## config.mk

```make
export PLATFORM = sky130hd
export DESIGN_NAME = keyed_wdog
export DESIGN_NICKNAME = d
export VERILOG_FILES = /design/src/rtl/keyed_wdog_pkg.sv /design/src/rtl/kwd_regs.sv /design/src/rtl/kwd_prescaler.sv /design/src/rtl/kwd_counter.sv /design/src/rtl/kwd_pulse.sv /design/src/rtl/keyed_wdog.sv
export SDC_FILE = /design/constraint.sdc
export NUM_CORES = 1
export LEC_CHECK = 0
export ABC_AREA = 1
export BUFFER_PORTS_ARGS = -buffer_cell sky130_fd_sc_hd__clkbuf_2
export CAP_MARGIN = 20
export CORE_UTILIZATION = 52
export CTS_BUF_LIST = sky130_fd_sc_hd__clkbuf_4 sky130_fd_sc_hd__clkbuf_8
export DETAILED_ROUTE_END_ITERATION = 16
export GPL_ROUTABILITY_DRIVEN = 0
export PLACE_DENSITY = 0.77
export SLEW_MARGIN = 10
export SYNTH_ARGS = -nofsm -noshare
export SYNTH_HDL_FRONTEND = slang
export SYNTH_SLANG_ARGS = --single-unit
```

## constraint.sdc

```tcl
create_clock -name clk -period 2.1 [get_ports clk]
set_input_delay 0.21 -clock clk [delete_from_list [all_inputs] [get_ports clk]]
set_output_delay 0.21 -clock clk [all_outputs]
set_load 0.02 [all_outputs]
```

## src/rtl/keyed_wdog_pkg.sv

```systemverilog
package keyed_wdog_pkg;

    localparam logic [15:0] CNT_KEY = 16'h5A5A;
    localparam logic [23:0] CTL_KEY = 24'hA5A5A5;

    localparam logic [3:0] OFS_CNT  = 4'h0;
    localparam logic [3:0] OFS_CTLA = 4'h4;
    localparam logic [3:0] OFS_CTLB = 4'h8;

    // control A layout: bit positions are software-visible
    typedef struct packed {
        logic       en;     // 7
        logic       rsv6;   // 6
        logic       busy;   // 5
        logic       ovf;    // 4
        logic       rsv3;   // 3
        logic [2:0] sel;    // 2:0
    } ctla_t;

    typedef enum logic [1:0] {
        TGT_NONE,
        TGT_CNT,
        TGT_CTLA,
        TGT_CTLB
    } tgt_e;

    function automatic tgt_e decode_tgt(input logic [3:0] a);
        case (a)
            OFS_CNT:  return TGT_CNT;
            OFS_CTLA: return TGT_CTLA;
            OFS_CTLB: return TGT_CTLB;
            default:  return TGT_NONE;
        endcase
    endfunction

    function automatic logic [12:0] div_ratio(input logic [2:0] s);
        case (s)
            3'd0:    return 13'd1;
            3'd1:    return 13'd4;
            3'd2:    return 13'd16;
            3'd3:    return 13'd32;
            3'd4:    return 13'd64;
            3'd5:    return 13'd128;
            3'd6:    return 13'd1024;
            default: return 13'd4096;
        endcase
    endfunction

endpackage

```

## src/rtl/kwd_regs.sv

```systemverilog
module kwd_regs
    import keyed_wdog_pkg::*;
#(
    parameter int BUSY_LEN = 2,
    parameter int CNT_W    = 16
) (
    input  logic              clk,
    input  logic              por_rst,
    input  logic              sys_rst,
    input  logic              wr_en,
    input  logic [3:0]        addr,
    input  logic [31:0]       wdata,
    input  logic              wrap,
    output ctla_t             ctla,
    output logic [7:0]        ctlb,
    output logic              cnt_ld,
    output logic [CNT_W-1:0]  cnt_ld_val
);

    localparam int BW = $clog2(BUSY_LEN + 1);

    tgt_e          tgt;
    logic          cnt_ok, ctla_ok, ctlb_ok;
    logic [BW-1:0] busy_cnt;
    logic          en_q, ovf_q;
    logic [2:0]    sel_q;
    logic [7:0]    ctlb_q;

    always_comb begin
        tgt     = decode_tgt(addr);
        cnt_ok  = wr_en && (tgt == TGT_CNT)  && (wdata[31:16] == CNT_KEY);
        ctla_ok = wr_en && (tgt == TGT_CTLA) && (wdata[31:8]  == CTL_KEY);
        ctlb_ok = wr_en && (tgt == TGT_CTLB) && (wdata[31:8]  == CTL_KEY);
    end

    always_ff @(posedge clk) begin
        if (por_rst) begin
            busy_cnt <= '0;
            en_q     <= 1'b0;
            ovf_q    <= 1'b0;
            sel_q    <= '0;
            ctlb_q   <= '0;
        end else if (sys_rst) begin
            busy_cnt <= '0;
            en_q     <= 1'b0;
            sel_q    <= '0;
            ctlb_q   <= '0;
        end else begin
            if (cnt_ok || ctla_ok || ctlb_ok)
                busy_cnt <= BW'(BUSY_LEN);
            else if (busy_cnt != '0)
                busy_cnt <= busy_cnt - 1'b1;

            if (wrap) begin
                en_q  <= 1'b0;
                ovf_q <= 1'b1;
            end else if (ctla_ok) begin
                if (busy_cnt == '0)
                    en_q <= wdata[7];
                sel_q <= wdata[2:0];
                ovf_q <= ovf_q & wdata[4];
            end

            if (ctlb_ok)
                ctlb_q <= wdata[7:0];
        end
    end

    always_comb begin
        ctla.en   = en_q;
        ctla.rsv6 = 1'b0;
        ctla.busy = (busy_cnt != '0);
        ctla.ovf  = ovf_q;
        ctla.rsv3 = 1'b0;
        ctla.sel  = sel_q;
    end

    assign ctlb       = ctlb_q;
    assign cnt_ld     = cnt_ok;
    assign cnt_ld_val = wdata[CNT_W-1:0];

endmodule

```

## src/rtl/kwd_prescaler.sv

```systemverilog
module kwd_prescaler
    import keyed_wdog_pkg::*;
#(
    parameter int PRE_W = 12
) (
    input  logic       clk,
    input  logic       clr,
    input  logic       restart,
    input  logic       en,
    input  logic [2:0] sel,
    output logic       tick
);

    logic [PRE_W-1:0] pre_q;
    logic [12:0]      limit;

    always_comb begin
        limit = div_ratio(sel) - 13'd1;
        tick  = en && (13'(pre_q) == limit);
    end

    always_ff @(posedge clk) begin
        if (clr || restart || !en || tick)
            pre_q <= '0;
        else
            pre_q <= pre_q + 1'b1;
    end

endmodule

```

## src/rtl/kwd_counter.sv

```systemverilog
module kwd_counter #(
    parameter int CNT_W = 16
) (
    input  logic             clk,
    input  logic             clr,
    input  logic             ld,
    input  logic [CNT_W-1:0] ld_val,
    input  logic             en,
    input  logic             tick,
    output logic [CNT_W-1:0] cnt,
    output logic             wrap
);

    logic [CNT_W-1:0] cnt_q;

    assign wrap = en && tick && (&cnt_q) && !ld && !clr;
    assign cnt  = cnt_q;

    always_ff @(posedge clk) begin
        if (clr)
            cnt_q <= '0;
        else if (ld)
            cnt_q <= ld_val;
        else if (en && tick)
            cnt_q <= cnt_q + 1'b1;
    end

endmodule

```

## src/rtl/kwd_pulse.sv

```systemverilog
module kwd_pulse #(
    parameter int LEN = 16
) (
    input  logic clk,
    input  logic por_rst,
    input  logic trig,
    output logic req
);

    localparam int LW = $clog2(LEN + 1);

    logic [LW-1:0] left_q;

    always_ff @(posedge clk) begin
        if (por_rst)
            left_q <= '0;
        else if (trig)
            left_q <= LW'(LEN);
        else if (left_q != '0)
            left_q <= left_q - 1'b1;
    end

    assign req = (left_q != '0);

endmodule

```

## src/rtl/keyed_wdog.sv

```systemverilog
module keyed_wdog
    import keyed_wdog_pkg::*;
#(
    parameter int CNT_W     = 16,
    parameter int PRE_W     = 12,
    parameter int BUSY_LEN  = 2,
    parameter int PULSE_LEN = 16
) (
    input  logic        clk,
    input  logic        por_rst,
    input  logic        sys_rst,
    input  logic        wr_en,
    input  logic [3:0]  addr,
    input  logic [31:0] wdata,
    output logic [31:0] rdata,
    output logic        wdog_rst_req
);

    ctla_t            ctla_q;
    logic [7:0]       ctlb_q;
    logic             cnt_ld;
    logic [CNT_W-1:0] cnt_ld_val;
    logic [CNT_W-1:0] cnt_q;
    logic             tick;
    logic             wrap;
    logic             tmr_clr;

    assign tmr_clr = por_rst || sys_rst;

    kwd_regs #(.BUSY_LEN(BUSY_LEN), .CNT_W(CNT_W)) regs_i (
        .clk        (clk),
        .por_rst    (por_rst),
        .sys_rst    (sys_rst),
        .wr_en      (wr_en),
        .addr       (addr),
        .wdata      (wdata),
        .wrap       (wrap),
        .ctla       (ctla_q),
        .ctlb       (ctlb_q),
        .cnt_ld     (cnt_ld),
        .cnt_ld_val (cnt_ld_val)
    );

    kwd_prescaler #(.PRE_W(PRE_W)) pre_i (
        .clk     (clk),
        .clr     (tmr_clr),
        .restart (cnt_ld),
        .en      (ctla_q.en),
        .sel     (ctla_q.sel),
        .tick    (tick)
    );

    kwd_counter #(.CNT_W(CNT_W)) cnt_i (
        .clk    (clk),
        .clr    (tmr_clr),
        .ld     (cnt_ld),
        .ld_val (cnt_ld_val),
        .en     (ctla_q.en),
        .tick   (tick),
        .cnt    (cnt_q),
        .wrap   (wrap)
    );

    kwd_pulse #(.LEN(PULSE_LEN)) pulse_i (
        .clk     (clk),
        .por_rst (por_rst),
        .trig    (wrap),
        .req     (wdog_rst_req)
    );

    always_comb begin
        case (decode_tgt(addr))
            TGT_CNT:  rdata = 32'(cnt_q);
            TGT_CTLA: rdata = {24'h0, ctla_q};
            TGT_CTLB: rdata = {24'h0, ctlb_q};
            default:  rdata = 32'h0;
        endcase
    end

endmodule

```

After elaboration in Yosys (flattened, before gate mapping). Index checks and enable logic that the tools add are counted.

Flip-flop bits (word level): 48. Input bits: 40. Output and inout port bits: 33. Word-level logic and storage cells: 80.

Add/subtract/negate cells: 5. Equality and inequality tests: 14. Muxes and demuxes: 11. Bitwise gates (word level): 3. Reductions and logical operators: 37.

Operator list (count): case mux 13 bit (7 select lines) (1); case mux 16 bit (3 select lines) (1); 2-to-1 mux 16 bit (2); == test 24 bit (second input constant) (1); adder 16 x 1 -> 16 bit (second input constant) (1); == test 16 x 15 -> 1 bit (second input constant) (1); AND reduction 16 bit (1); == test 12 x 13 -> 1 bit (1); subtractor 13 x 1 -> 13 bit (second input constant) (1); adder 12 x 1 -> 12 bit (second input constant) (1); logical AND 1 bit (11); 2-to-1 mux 5 bit (2); nonzero test 2 bit (5); == test 3 bit (second input constant) (3); == test 3 x 2 -> 1 bit (second input constant) (2); logical OR 1 bit (6); case mux 2 bit (3 select lines) (1); AND reduction 2 bit (3); OR reduction 3 bit (2); nonzero test 5 bit (1); subtractor 5 x 1 -> 5 bit (second input constant) (1); == test 2 bit (second input constant) (2); == test 4 x 3 -> 1 bit (second input constant) (1); == test 4 bit (second input constant) (1); other kinds (12) (18).

Logic depth before layout (Yosys ltp). Gate-level depths: netlist of run 1.

Depth after elaboration: 11. Gate-level depth with buffers: 19. Depth with buffers taken out: 18.

Cells and area by module. Synthesis of run 1 repeated with hierarchy kept, for this count alone.

Cells, all modules: 622. Area, all modules: 3773.6 um^2.

By module, submodules not included: kwd_counter (times used 1, cells each 181, area an instance 1102.3 um^2, seq. area each 320.3 um^2); kwd_regs (times used 1, cells each 186, area an instance 1099.8 um^2, seq. area each 300.3 um^2); kwd_prescaler (times used 1, cells each 147, area an instance 903.4 um^2, seq. area each 240.2 um^2); keyed_wdog (times used 1, cells each 75, area an instance 424.2 um^2, seq. area each 0.0 um^2); kwd_pulse (times used 1, cells each 33, area an instance 244.0 um^2, seq. area each 100.1 um^2).

Worst setup path after synthesis of run 1. Ideal clock, no wire load.

Path type: register -> register. From: register regs_i.sel_q[1]. To: register cnt_i.cnt_q[13] (netlist: cnt_i.cnt[13]). Library setup time: 0.110 ns. Arrival time: 2.001 ns. Data required time: 1.990 ns. Slack: -0.011 ns. Stages on the path, launching flop included: 18. Path buffers: 3. Period minus slack after synthesis: 2.111 ns. Path through: dfxtp_1 -> buf_6 -> nor2_2 -> nand2_1 -> ha_1 -> buf_6 -> inv_2 -> nand2_1 -> nand2_2 -> xor2_1 -> nand2_2 -> nor2_8 -> nand2_4 -> buf_6 -> nand3_2 -> nand3_1 -> nand2_1 -> inv_1.

Word-level cells in the longest chain between the ends: 7. Elaborated cells on any way between the ends: 13. Those cells by class: add/sub: 1; eq/ne: 7; mux: 1; reduce/logical: 4.

Ends and longest elaborated chain: start: declaration (RTL line kwd_regs.sv:26) `logic [2:0] sel_q;`; start signal: assignment (RTL line kwd_regs.sv:60) `sel_q <= wdata[2:0];`; == test 3 bit (tied with other cells) (RTL line keyed_wdog_pkg.sv:37) `case (s)`; case mux 13 bit (7 select lines) (*) (RTL line keyed_wdog_pkg.sv:37); subtractor 13 x 1 -> 13 bit (*) (RTL line kwd_prescaler.sv:18) `limit = div_ratio(sel) - 13'd1;`; == test 12 x 13 -> 1 bit (*) (RTL line kwd_prescaler.sv:19) `tick = en && (13'(pre_q) == limit);`; logical AND 1 bit (*) (RTL line kwd_prescaler.sv:19); logical AND 1 bit (*) (RTL line kwd_counter.sv:24) `else if (en && tick)`; nonzero test 2 bit (no line) (*); end signal: assignment (RTL line kwd_counter.sv:23) `cnt_q <= ld_val;`; end signal: assignment (RTL line kwd_counter.sv:25) `cnt_q <= cnt_q + 1'b1;`; end: declaration (RTL line kwd_counter.sv:14) `logic [CNT_W-1:0] cnt_q;`.

Mark *: on every way between the ends. The rest lies on a longest branch, timed or not. A chain may end at the register's enable or synchronous reset.

Worst setup path after layout of run 1.
From: register regs_i.sel_q[0]. To: register cnt_i.cnt_q[1] (netlist: cnt_i.cnt[1]).

Same word-level chain as after synthesis.

==> flow_metrics.py, run 1 <==
metrics = {
    "status": {
        "outcome": "complete, but fails checks",
        "violations": "negative setup slack",
    },
    "worst_setup_path": {
        "r2r_end": "cnt_i.cnt[1]",
        "critical_path.top_delay_family": "simple AND/OR/NAND/NOR gates",
        "worst-path-max-fanout": 8,
        "r2r_start": "regs_i.sel_q[0]",
        "critPathCaptureType": "flip-flop",
        "crit_arrival_ns": 2.38,
        "critPathSlowestCell": "dfxtp_4",
        "rrSetupSlack_ns": -0.06,
        "cp.depth": 15,
        "worstSetupPathType": "flip-flop to flip-flop",
        "ff2ff_path_depth": 15,
        "start_kind": "flip-flop",
        "cp_common_cell": "nand2_1",
        "max_stage_delay_ns": 0.38,
        "required_ns": 2.32,
        "critPathBufInv": 3,
        "path_cells": "inv_4 > nor2_4 > nand2_2 > ha_4 > nand2_1 > nand2_1 > a21oi_1 > nand3_4 > nor2_8 > nand2_8 > buf_4 > nand3_1 > nand3_1 > nand2_1 > inv_1",
    },
    "global_route": {
        "grtUsageMet2": 0.441,
        "grt_max_degree": 30,
        "grt_pass1_vias": 3607,
        "overflow": 0,
        "busiest_layer": "met2",
        "met1_usage": 0.349,
        "grt_first_pass_wirelength_um": 15800,
        "grt_usage": 0.263,
        "use_met3": 0.0414,
        "antenna_found_initial": 0,
    },
    "clock_tree": {
        "cts-htree-levels": 2,
        "cts_inserted_buffers": 5,
        "ctsHoldBuffers": 0,
        "clkTransAtPathRegs_ns": 0.10,
        "clk_latency_ns": 0.31,
        "cts_tree": "built",
        "clockRootBuffer": "clkbuf_8",
        "clk_path_buf_depth": 2,
        "cts_sinks": 48,
    },
    "synthesis": {
        "synth_compound_area_frac": 0.0692,
        "yosysWarnings": 0,
        "synthMuxAreaShare": 0.00274,
        "synthCells": 593,
        "synth_cell_type_count": 37,
        "synth_top_family_by_area": "simple AND/OR/NAND/NOR gates",
        "synth-seq-cells": 48,
        "synth_xor_xnor_area_share": 0.0240,
        "synthesis.area_um2": 3650,
        "yosysSeqAreaShare": 0.263,
        "synth_area_per_cell_um2": 6.15,
        "synth_simple_gate_area_frac": 0.469,
        "synth_adder_area_share": 0.0171,
    },
    "sta": {
        "period_share": 1.03,
        "finalHoldViolCount": 0,
        "rsz0062_at_grt": "yes",
        "fin_crit_ns": 2.16,
        "worst_slack_ns": -0.0619,
        "setup_viol": 16,
        "slew_viol_final": 0,
        "tightest_slew_ns": 0.546,
        "fmaxAchievable_mhz": 463,
        "clock_skew_ns": 0.0167,
        "relSlewSlack": 0.635,
    },
    "job": {
        "drv_cap": 0,
    },
    "placed_design": {
        "dpl_worst_slack_ns": -0.176,
        "numPortBuffers": 56,
        "dp_hpwl_um": 7240,
    },
    "hold_path": {
        "worstHoldPathCells": 3,
        "min_to": "regs_i.ctlb[5]",
        "hold_path.class": "input port to flip-flop",
        "worstHoldStart": "wdata[5]",
    },
    "floorplan": {
        "num_io_pins": 73,
        "start_util": 0.537,
        "core_area_um2": 6790,
        "row_count": 30,
        "die_w_um": 85.8,
        "die_area_um2": 7360,
        "die_h_um": 85.8,
    },
    "final_layout": {
        "final_core_util": 0.654,
        "area.sequential_um2": 970,
        "drive_gt1_frac": 0.249,
        "fin_nets": 724,
        "n_antenna_cell": 0,
        "num-fill-cells": 636,
        "multi_input_area_um2": 2370,
        "area_growth_pct": 21.7,
    },
    "power": {
        "ir_drop_v": 0.000478,
        "leakagePower_nw": 2.08,
        "powerDensity_nw_per_um2": 432,
    },
    "routing": {
        "vias": 4048,
        "drc_errors": 0,
        "drt_wl_total_um": 9850,
        "drt-initial-drc-count": 375,
        "avgViaCountPerCell": 5.22,
        "first_pass_iters": 5,
        "drtAntennaViolNets": 0,
        "avgRoutedWirePerCell_um": 12.7,
    },
}
routing by layer:
metal  vias up  share of wire
met2       172           0.46
met5         -              0
met4         0          0.022
met3        36          0.063
li1       2026              -
met1      1814           0.46
cells by family after synthesis:
logic type               after synthesis
flip-flops                            48
AO/OA/AOI/OAI                         44
multiplexers                           1
AND/OR/NAND/NOR                      361
XOR/XNOR                              10
adder cells (fa/ha/maj)                5
buffers and inverters                123
other                                  1
registers in the layout (all words and copies together) (netlist names):
| register | flops |
|---|---|
| pre_i.pre_q | 12 |
| pulse_i.left_q | 5 |
| cnt_i.cnt | 16 |
| regs_i.ovf_q | 1 |
| regs_i.ctlb | 8 |
| regs_i.sel_q | 3 |
| regs_i.busy_cnt | 2 |
| regs_i.en_q | 1 |
final cells by class:
type	count	area share
Tap cell	96	0.0270
Clock inverter	2	0.00225
Timing Repair Buffer	87	0.117
Clock buffer	6	0.0186
Multi-Input combinational cell	440	0.533
Sequential cell	48	0.218
Inverter	97	0.0837
cell usage after synthesis:
cell type / n / area [um^2]
inv_1: 91 / 342
nand2_1: 144 / 541
nor3_1: 13 / 65.1
or2_2: 2 / 12.5
nor2_4: 2 / 22.5
a31oi_1: 1 / 6.26
inv_2: 5 / 18.8
nor2_2: 4 / 25.0
ha_1: 5 / 62.6
xor2_1: 10 / 87.6
clkbuf_1: 4 / 15.0
nor2_1: 97 / 364
mux2i_1: 1 / 10.0
nand2_2: 5 / 31.3
and2_0: 1 / 6.26
nand4_2: 1 / 12.5
inv_6: 1 / 8.76
nor4_1: 4 / 25.0
nand4_1: 21 / 131
buf_6: 4 / 45.0
nand3_2: 16 / 160
o21ai_1: 1 / 5.00
nand3b_1: 1 / 7.51
conb_1: 1 / 3.75
nand3_1: 45 / 225
a21boi_1: 1 / 7.51
nor3_2: 1 / 10.0
buf_2: 1 / 5.00
o22ai_1: 2 / 12.5
nor2_8: 3 / 60.1
a21oi_1: 17 / 85.1
buf_4: 17 / 128
dfxtp_1: 48 / 961
a21oi_2: 1 / 8.76
nand2_4: 1 / 11.3
o21ai_0: 15 / 75.1
o221ai_1: 6 / 52.6
worst reg2reg max path, delay by kind of cell (launching register included):
family,cells,cell delay [ns]
buffers and inverters,3,0.25
AO/OA/AOI/OAI,1,0.24
AND/OR/NAND/NOR,10,1.05
adder cells (fa/ha/maj),1,0.19
flip-flops,1,0.38
cell usage in the layout (no fill, tap or decap), types with 15 or more instances in the layout:
master	count
a21oi_1	15
nand3_2	20
nor2_1	93
nand2_1	133
nand3_1	40
inv_1	90
dfxtp_1	45
buf_4	29
clkbuf_2	56
o21ai_0	15
nand2_2	15
nand4_1	21
conb_1	16
worst max path at each step:
stage	start	end
floorplan	regs_i.sel_q[1]	cnt_i.cnt[13]
CTS	regs_i.sel_q[0]	cnt_i.cnt[6]
global route	regs_i.sel_q[0]	cnt_i.cnt[1]
detailed placement	regs_i.sel_q[0]	cnt_i.cnt[6]
finish	regs_i.sel_q[0]	cnt_i.cnt[1]
global placement	regs_i.sel_q[0]	cnt_i.cnt[5]
repair_timing:
item / CTS / global route
endpoints found under the hold margin: 0 / 0
cloned: 2 / 1
setup endpoints to repair: 33 / 36
gates resized for setup: 16 / 26
buffers inserted: 1 / 6
pin swaps: 6 / 15
power breakdown:
| group | switching (mW) | leakage (nW) | internal (mW) |
|---|---|---|---|
| clock network | 0.321 | 0.0510 | 0.264 |
| registers | 0.0224 | 0.390 | 0.943 |
| logic | 0.227 | 1.63 | 0.141 |
metrics by stage:
step	setup TNS [ns]	instances	power (mW)	instance area (um^2)	hold slack (ns)
6_report	-0.281	776	1.92	4440	0.169
5_1_grt	-3.56	776	2.02	4440	0.190
4_1_cts	0	769	1.93	4280	0.165
3_5_place_dp	-3.16	758	1.36	4100	0.448
3_3_place_gp	-1.09	758	1.35	4100	0.433
2_1_floorplan	0	608	1.27	3710	0.345
Note: power is estimated with default switching activity, not from simulation.
==> run 2, diff against run 1 <==
Settings changed: BUFFER_PORTS_ARGS -buffer_cell sky130_fd_sc_hd__clkbuf_2 to not set, CORE_UTILIZATION 52 to 55, DONT_BUFFER_PORTS set to 1, PLACE_DENSITY 0.77 to 0.71.
==> run 2 against run 1 <==
Against the previous run:
- the flow still finishes with violations (negative setup slack)
- final area down 3.2%
- first-iteration DRC count down 27%
- die area down 5.3%
- routed wire length about the same
- setup slack improved by 0.013 ns
- final cell count is 8.8% lower
- critical endpoint is now cnt_i.cnt[6]
- largest cell class unchanged
==> flow_metrics.py, run 2 (synthesized netlist as in run 1, its figures left out) <==
metrics = {
    "status": {
        "outcome": "complete, but fails checks",
        "violations": "negative setup slack",
    },
    "sta": {
        "finalHoldViolCount": 0,
        "fmaxAchievable_mhz": 465,
        "slew_viol_final": 0,
        "tightest_slew_ns": 0.552,
        "period_share": 1.02,
        "clock_skew_ns": 0.0129,
        "fin_crit_ns": 2.15,
        "relSlewSlack": 0.631,
        "rsz0062_at_grt": "yes",
        "worst_slack_ns": -0.0492,
        "setup_viol": 17,
    },
    "global_route": {
        "grt_pass1_vias": 3484,
        "antenna_found_initial": 0,
        "grt_usage": 0.275,
        "overflow": 0,
        "grt_first_pass_wirelength_um": 15700,
        "grt_max_degree": 30,
    },
    "final_layout": {
        "final_common_cell": "nand2_1",
        "largest_register_ffs": 16,
        "final_cell_mix": "132 x nand2_1, 92 x nor2_1, 90 x inv_1, 45 x dfxtp_1, 39 x nand3_1",
        "area_growth_pct": 17.8,
        "fin_nets": 675,
        "n_antenna_cell": 0,
        "drive_gt1_frac": 0.198,
    },
    "worst_setup_path": {
        "ff2ff_path_depth": 16,
        "path_cells": "inv_4 > nor2_4 > nand2_2 > ha_4 > inv_2 > nand2_1 > nand2_2 > xor2_1 > nand2_2 > nor2_8 > nand2_8 > nor2_4 > nand2_1 > nand3_1 > nand2_1 > inv_1",
        "critPathBufInv": 3,
        "critical_path.top_delay_family": "simple AND/OR/NAND/NOR gates",
        "cp.depth": 16,
        "required_ns": 2.36,
        "max_stage_delay_ns": 0.39,
        "critPathSlowestCell": "dfxtp_4",
        "critPathCaptureType": "flip-flop",
        "start_kind": "flip-flop",
        "worst-path-max-fanout": 7,
        "worstSetupPathType": "flip-flop to flip-flop",
        "crit_arrival_ns": 2.41,
    },
    "routing": {
        "avgViaCountPerCell": 5.43,
        "drt-initial-drc-count": 273,
        "drc_errors": 0,
        "avgRoutedWirePerCell_um": 13.9,
        "vias": 3847,
        "first_pass_iters": 5,
        "drt_wl_total_um": 9850,
        "drtAntennaViolNets": 0,
    },
    "power": {
        "total_power_mw": 2.10,
        "powerDensity_nw_per_um2": 489,
        "leakagePower_nw": 1.89,
        "ir_drop_v": 0.000702,
    },
    "placed_design": {
        "dpl_worst_slack_ns": -0.172,
        "numPortBuffers": 0,
        "dp_hpwl_um": 7080,
    },
    "floorplan": {
        "num_io_pins": 73,
        "core_area_um2": 6390,
        "die_area_um2": 6970,
        "start_util": 0.572,
        "die_h_um": 83.5,
        "die_w_um": 83.5,
        "row_count": 29,
    },
    "clock_tree": {
        "clk_latency_ns": 0.31,
        "ctsHoldBuffers": 0,
        "clkTransAtPathRegs_ns": 0.10,
        "clk_path_buf_depth": 2,
        "clockRootBuffer": "clkbuf_8",
        "cts_sinks": 48,
        "cts_inserted_buffers": 5,
        "cts-htree-levels": 2,
        "cts_tree": "built",
    },
    "job": {
        "drv_cap": 0,
    },
    "hold_path": {
        "hold_path.class": "input port to flip-flop",
        "worstHoldPathCells": 2,
    },
}
==> run 2: routing by layer <==
| metal | routed length, um | share of wire | up-vias | GRT usage |
|---|---|---|---|---|
| met2 | 4530 | 0.46 | 163 | 0.443 |
| met4 | 169 | 0.017 | 0 | 0.0847 |
| met1 | 4370 | 0.44 | 1747 | 0.374 |
| met5 | 0 | 0 | - | 0 |
| met3 | 786 | 0.080 | 15 | 0.0514 |
| li1 | - | - | 1922 | - |
==> run 2: layout make-up <==
class / count / area [um^2]
clock buffer: 5 / 68.8
clock inverter: 3 / 68.8
fill: 563 / 2090
inverter: 97 / 372
multi-input combinational: 440 / 2410
sequential: 48 / 970
tap: 77 / 96.3
timing repair buffer: 38 / 313
==> run 2: where the power goes <==
group          internal (mW)  switching [mW]  leakage [nW]
clock                  0.480           0.348        0.0687
sequential             0.943          0.0242         0.390
combinational          0.109           0.199          1.43
==> run 2: timing repair <==
| item | 4_1_cts | 5_1_grt |
|---|---|---|
| hold endpoints to repair | 0 | 0 |
| gates cloned | 3 | 0 |
| setup buffers | 3 | 7 |
| gates resized for setup | 20 | 34 |
| setup endpoints to repair | 36 | 36 |
| pin swaps | 12 | 22 |
==> run 2: final timing paths <==
| check | startpoint | endpoint | slack (ns) |
|---|---|---|---|
| hold reg to reg | pre_i.pre_q[0] | pre_i.pre_q[0] | 0.48 |
| setup / recovery | regs_i.sel_q[0] | cnt_i.cnt[6] | -0.05 |
| hold / removal | wdata[1] | regs_i.ctlb[1] | 0.04 |
| setup reg to reg | regs_i.sel_q[0] | cnt_i.cnt[6] | -0.05 |
==> run 2: stage by stage <==
stage / TNS, ns / instances / hold slack (ns) / utilization / cell area, um^2
finish: -0.426 / 708 / 0.0362 / 0.673 / 4300
CTS: 0 / 701 / 0.0344 / 0.644 / 4110
floorplan: 0 / 608 / 0.345 / - / 3710
global placement: -1.84 / 687 / 0.349 / 0.599 / 3820
global route: -4.58 / 708 / 0.0274 / 0.673 / 4300
detailed placement: -3.49 / 687 / 0.355 / 0.599 / 3820
==> run 2: worst register-to-register path, cell delays in order, from the launching register on <==
cell and delay [ns]:
dfxtp_4 0.39, inv_4 0.04, nor2_4 0.11, nand2_2 0.08, ha_4 0.19, inv_2 0.08, nand2_1 0.06, nand2_2 0.09
xor2_1 0.18, nand2_2 0.12, nor2_8 0.20, nand2_8 0.11, nor2_4 0.20, nand2_1 0.08, nand3_1 0.07, nand2_1 0.05
inv_1 0.05
